--- config.mk ---
export PLATFORM = sky130hd
export DESIGN_NAME = mxb_baud_gen
export DESIGN_NICKNAME = d
export VERILOG_FILES = /design/src/rtl/mxb_pkg.sv /design/src/rtl/mxb_cfg_regs.sv /design/src/rtl/mxb_mant_cnt.sv /design/src/rtl/mxb_pow2_pre.sv /design/src/rtl/mxb_tx_tap.sv /design/src/rtl/mxb_baud_gen.sv
export SDC_FILE = /design/constraint.sdc
export NUM_CORES = 1
export LEC_CHECK = 0
export ABC_AREA = 1
export ABC_CLOCK_PERIOD_IN_PS = 3900
export BUFFER_PORTS_ARGS = -buffer_cell sky130_fd_sc_hd__buf_2
export CORE_ASPECT_RATIO = 0.8
export CORE_MARGIN = 4
export CORE_UTILIZATION = 35
export DETAILED_ROUTE_END_ITERATION = 16
export PLACE_DENSITY = 0.63
export SETUP_SLACK_MARGIN = 0.02
export SLEW_MARGIN = 40
export SYNTH_ARGS = -nofsm -noshare
export SYNTH_HDL_FRONTEND = slang
export SYNTH_HIERARCHICAL = 1
export SYNTH_SLANG_ARGS = --single-unit
--- constraint.sdc ---
create_clock -name clk -period 3.9 [get_ports clk]
set_input_delay 0.39 -clock clk [delete_from_list [all_inputs] [get_ports clk]]
set_output_delay 0.39 -clock clk [all_outputs]
set_load 0.05 [all_outputs]
--- src/rtl/mxb_pkg.sv ---
// Shared widths and types for the mantissa-exponent baud generator.
package mxb_pkg;
    parameter int MANT_W = 6;                 // mantissa field width
    parameter int EXP_W  = 4;                 // exponent field width
    parameter int TX_W   = 4;                 // transmit tap counter width (divide by 16)
    parameter int BYTE_W = 8;                 // configuration byte width
    localparam int PRE_W = (1 << EXP_W) - 1;  // prescaler counter width for the largest exponent

    typedef struct packed {
        logic [MANT_W-1:0] mant;
        logic [EXP_W-1:0]  expo;
    } mxb_div_t;
endpackage

--- src/rtl/mxb_cfg_regs.sv ---
// Configuration byte registers with staged divisor reload.
// Assumes: at most one write strobe is high per cycle. The staged divisor is
// copied to the active divisor at each whole-period terminal count, or on
// every cycle while the divider is disabled.
module mxb_cfg_regs
    import mxb_pkg::*;
(
    input  logic              clk,
    input  logic              rst_n,
    input  logic              en,
    input  logic              wr_lo,
    input  logic              wr_hi,
    input  logic [BYTE_W-1:0] wdata,
    input  logic              reload,
    output mxb_div_t          stage_o,
    output mxb_div_t          active_o
);
    mxb_div_t stage_q;
    mxb_div_t active_q;

    // Capture the byte writes into the staging copy.
    always_ff @(posedge clk) begin
        if (!rst_n) begin
            stage_q <= '0;
        end else begin
            if (wr_lo) stage_q.mant <= wdata[MANT_W-1:0];
            if (wr_hi) stage_q.expo <= wdata[EXP_W-1:0];
        end
    end

    // Move the staged divisor into use only at a period boundary or when idle.
    always_ff @(posedge clk) begin
        if (!rst_n) begin
            active_q <= '0;
        end else if (!en || reload) begin
            active_q <= stage_q;
        end
    end

    assign stage_o  = stage_q;
    assign active_o = active_q;
endmodule

--- src/rtl/mxb_mant_cnt.sv ---
// Mantissa stage: divides the input clock by (limit + 1).
// Assumes: limit is stable within a period (guaranteed by the reload logic).
module mxb_mant_cnt #(
    parameter int W = 6
) (
    input  logic         clk,
    input  logic         rst_n,
    input  logic         en,
    input  logic [W-1:0] limit,
    output logic         tc
);
    logic [W-1:0] cnt_q;

    assign tc = en && (cnt_q == limit);

    // Count input cycles, wrap at the limit, and clear while disabled.
    always_ff @(posedge clk) begin
        if (!rst_n || !en) begin
            cnt_q <= '0;
        end else if (tc) begin
            cnt_q <= '0;
        end else begin
            cnt_q <= cnt_q + 1'b1;
        end
    end
endmodule

--- src/rtl/mxb_pow2_pre.sv ---
// Exponent stage: passes one of every 2^expo step pulses.
// Assumes: step is a single-cycle pulse and expo is stable within a period.
module mxb_pow2_pre #(
    parameter int EW = 4,
    parameter int CW = (1 << EW) - 1
) (
    input  logic          clk,
    input  logic          rst_n,
    input  logic          en,
    input  logic          step,
    input  logic [EW-1:0] expo,
    output logic          tc
);
    logic [CW-1:0] cnt_q;
    logic [CW-1:0] last_val;

    // Terminal value 2^expo - 1, built as a thermometer mask.
    for (genvar gi = 0; gi < CW; gi++) begin : g_mask
        assign last_val[gi] = (gi < int'(expo));
    end

    assign tc = step && (cnt_q == last_val);

    // Count mantissa wraps, and clear at the terminal value or while disabled.
    always_ff @(posedge clk) begin
        if (!rst_n || !en) begin
            cnt_q <= '0;
        end else if (step) begin
            cnt_q <= tc ? '0 : cnt_q + 1'b1;
        end
    end
endmodule

--- src/rtl/mxb_tx_tap.sv ---
// Transmit tap: passes one of every 2^TW reference ticks.
// Assumes: tick is a single-cycle enable from the reference divider.
module mxb_tx_tap #(
    parameter int TW = 4
) (
    input  logic clk,
    input  logic rst_n,
    input  logic en,
    input  logic tick,
    output logic tx_tick
);
    logic [TW-1:0] cnt_q;

    assign tx_tick = tick && (&cnt_q);

    // Advance on each reference tick, wrapping naturally, and clear while disabled.
    always_ff @(posedge clk) begin
        if (!rst_n || !en) begin
            cnt_q <= '0;
        end else if (tick) begin
            cnt_q <= cnt_q + 1'b1;
        end
    end
endmodule

--- src/rtl/mxb_baud_gen.sv ---
// Top level: a mantissa counter followed by a power-of-two prescaler, which
// together produce ref_tick every (N+1)*2^M cycles, and a divide-by-16 tap
// that produces tx_tick.
// Assumes: a synchronous active-low reset, and single-cycle write strobes.
module mxb_baud_gen
    import mxb_pkg::*;
(
    input  logic              clk,
    input  logic              rst_n,
    input  logic              en,
    input  logic              cfg_wr_lo,
    input  logic              cfg_wr_hi,
    input  logic [BYTE_W-1:0] cfg_wdata,
    output logic              ref_tick,
    output logic              tx_tick
);
    mxb_div_t          stage_w;
    mxb_div_t          active_w;
    logic [MANT_W-1:0] stg_n, act_n;
    logic [EXP_W-1:0]  stg_m, act_m;
    logic              mant_tc;
    logic              pre_tc;

    mxb_cfg_regs u_cfg (
        .clk(clk), .rst_n(rst_n), .en(en),
        .wr_lo(cfg_wr_lo), .wr_hi(cfg_wr_hi), .wdata(cfg_wdata),
        .reload(pre_tc), .stage_o(stage_w), .active_o(active_w)
    );

    assign stg_n = stage_w.mant;
    assign stg_m = stage_w.expo;
    assign act_n = active_w.mant;
    assign act_m = active_w.expo;

    mxb_mant_cnt #(.W(MANT_W)) u_mant (
        .clk(clk), .rst_n(rst_n), .en(en), .limit(act_n), .tc(mant_tc)
    );

    mxb_pow2_pre #(.EW(EXP_W), .CW(PRE_W)) u_pre (
        .clk(clk), .rst_n(rst_n), .en(en), .step(mant_tc), .expo(act_m), .tc(pre_tc)
    );

    assign ref_tick = pre_tc;

    mxb_tx_tap #(.TW(TX_W)) u_tx (
        .clk(clk), .rst_n(rst_n), .en(en), .tick(pre_tc), .tx_tick(tx_tick)
    );
endmodule

==> impl_results.md <==
- CTS tree: done
- Area leader, netlist: dfxtp_1
- Relative slew slack: 68.3%
- FP Rows: 27
- # nets final: 409
- Fin Clk Skew: 8.61 ps
- Drt wl/cell: 10.1 um
- GRT Overall Usage: 12.3%
- Critical Path Fanout Max: 9
- Slew of the pin with the lowest slew margin: 475 ps
- Vias/cell: 4.52
- Via count: 2175
- Initial Util: 35.9%
- Sequential element share of the synthesized area: 36.4%
- Final Cell Area: 0.00272 mm2
- Top post-synthesis cells by area: dfxtp_1 36%, nand2_1 14%, nor2_1 11%
- Post-synth EDFFs: 0
- Critical path cell sequence: inv_1 -> a21boi_0 -> nand2_1 -> nor2_1 -> nand2_2 -> inv_1 -> nand3_1 -> nor2_1 -> nand3_2 -> nor2_2 -> nand2_4 -> inv_1 -> nand3_1 -> nor2_1 -> buf_2
- Endpoints failing hold: 0
- Reg area: 901 um2
- Post-route DRC violation count: 0
- Diodes inserted: 0
- Routed WL: 4860 um
- Gr ovfl total: 0
- Placer Congestion: 0.813
- Data required, critical path: 3510 ps
- Area share of the largest cell type after synthesis: 36.4%
- Mapped cell area: 0.00247 mm2
- CTS H-tree depth: 2
- Resized cells post-CTS: 0
- Ports: 15
- Antenna violations before repair: 0
- Pwr Density: 337 mW/mm2
- Die W: 102 um
- Setup TNS: 0 ps
- Highest-delay cell along the critical path: dfxtp_1
- # clock sinks: 45
- Netlist cell types: 31
- Final worst slack: 819 ps
- Largest stage delay on the critical path: 340 ps
- Crit. End Element: output port
- Top-count cell post-synth: nand2_1
- RSZ-0062 raised after global routing: false
- # setup viols final: 0
- HP Class: in -> reg
- CTS Root Cell: clkbuf_8
- Post-Route Hold Slack: 305 ps
- Reg2reg setup slack: 1560 ps
- First-pass iteration count of the detailed router: 4
- Multi-input logic area: 0.00133 mm2
- Mapped Avg Cell Area: 6.55 um2
- Startpoint Class: register
- Critical path class: reg -> out
- Leakage: 1.21 nW
- Clk_lat worst skew: 300 ps
- Warnings, synthesis: 6
- Chip height: 83.2 um
- Max VDD drop: 154 uV
- Top_reg_cell synth: dfxtp_1
- Hpwl dp: 3570 um
- Status: finished, final reports clean
- P&R area growth vs syn: 9.76%
- Largest net degree at the start of global routing: 24
- Worst r2r src: u_mant/cnt_q[5]
- R2R depth: 16
- Max Slew Vio Count: 0
- Worst slack, placed: 807 ps
- Die area: 0.00849 mm2
- First-pass GRT wire length: 8670 um
- Mapped Nets: 394
- Fill cells: 761
- Maximum clock rate: 325 MHz
- Maximum clock path buffer count: 2
- Hold Path Stages: 3
- Port bufs: 12
- Post-synth ARST share: 0%
- Post-Syn Instances: 378
- CTS clock-pin slew for the worst setup and hold paths: 90 ps
- Hold Path Origin: cfg_wdata[5]
- Post-route ant nets: 0
- Reg2reg end: u_cfg/active_o[9]
- Final core utilization: 39.4%
- Initial DRC Count: 123
- Fraction of layout cells with a size suffix above 1: 16.0%
- Hold Buf Count CTS: 0
- Number of global-route vias before repair: 1977
- CTS Buf Count: 5
- WP data arrival: 2690 ps
- Final Cycle Share: 79.0%
- Placed inst area: 0.00262 mm2
- Maximum capacitance violations: 0
- Synth cell count leaders: 92 x nand2_1, 71 x nor2_1, 48 x inv_1
- Fin crit period: 3080 ps
- Core region area: 0.00689 mm2
- Post-CTS setup repair buffer count: 0
- Synthesized flop and latch total: 45
- Worst min-delay path endpoint: u_cfg/stage_o[9]
-- power breakdown --
group          total [W]  internal (W)  switching, W
logic           0.000108     0.0000392     0.0000688
registers       0.000491      0.000475     0.0000154
clock network   0.000316      0.000146      0.000170
-- cell families (layout without fill, tap and decap cells) --
group | Yosys count | count (layout) | synth area share, %
simple gates | 235 | 235 | 43.8
buf+inv | 62 | 78 | 9.91
flops | 45 | 45 | 36.4
compound gates | 24 | 24 | 5.21
xor+xnor | 9 | 9 | 3.19
fa+ha+maj | 3 | 3 | 1.52
-- metal layers --
layer / vias up / track usage (%) / share of wire [%]
li1: 1186 / - / -
met2: 23 / 18.4 / 41
met5: - / 0 / 0
met4: 0 / 3.58 / 1.1
met1: 959 / 17.5 / 55
met3: 7 / 2.85 / 2.8
-- how the worst max path moves through the flow --
stage	from	to	slack, ps	cells after the start
global placement	en	tx_tick	890	15
floorplan	en	tx_tick	720	13
detailed placement	en	tx_tick	810	15
CTS	u_mant/cnt_q[5]	tx_tick	780	15
finish	u_mant/cnt_q[5]	tx_tick	820	15
global route	u_mant/cnt_q[0]	tx_tick	480	15
-- cell type report --
type / count / share of cell area [%]
tap: 87 / 4.01
multi-input combinational: 271 / 48.9
timing repair buffer: 12 / 2.21
clock inverter: 2 / 0.599
sequential: 45 / 33.2
inverter: 58 / 8.06
clock buffer: 6 / 3.04
-- flip-flops by register name (all words and copies together), names as in the netlist --
name and count:
u_tx/cnt_q 4, u_mant/cnt_q 6, u_cfg/active_o 10, u_pre/cnt_q 15, u_cfg/stage_o 10
-- per-stage QoR --
step           total power [W]  instances
2_1_floorplan         0.000585        378
3_3_place_gp          0.000608        473
3_5_place_dp          0.000610        473
4_1_cts               0.000931        481
5_1_grt               0.000968        481
6_report              0.000915        481
-- worst max-delay path: cells and delay by family, from the launching register on --
kind / cells / cell delay, ps
AND/OR/NAND/NOR: 10 / 1140
buffers and inverters: 4 / 770
flip-flops: 1 / 340
AO/OA/AOI/OAI: 1 / 170
-- layout by cell type, fill, tap and decap left out, types with 2 or more instances in the layout --
cell type / n
a21oi_1: 6
a31oi_1: 2
buf_2: 12
clkbuf_8: 6
clkinv_1: 2
dfxtp_1: 45
ha_1: 3
inv_1: 48
inv_2: 7
nand2_1: 92
nand2_2: 7
nand2_4: 2
nand3_1: 33
nand3_2: 4
nand3b_1: 2
nor2_1: 71
nor2_2: 16
nor2_4: 2
nor3_1: 2
o21ai_0: 12
xor2_1: 8
No activity file was read; power rests on OpenSTA's default activity.
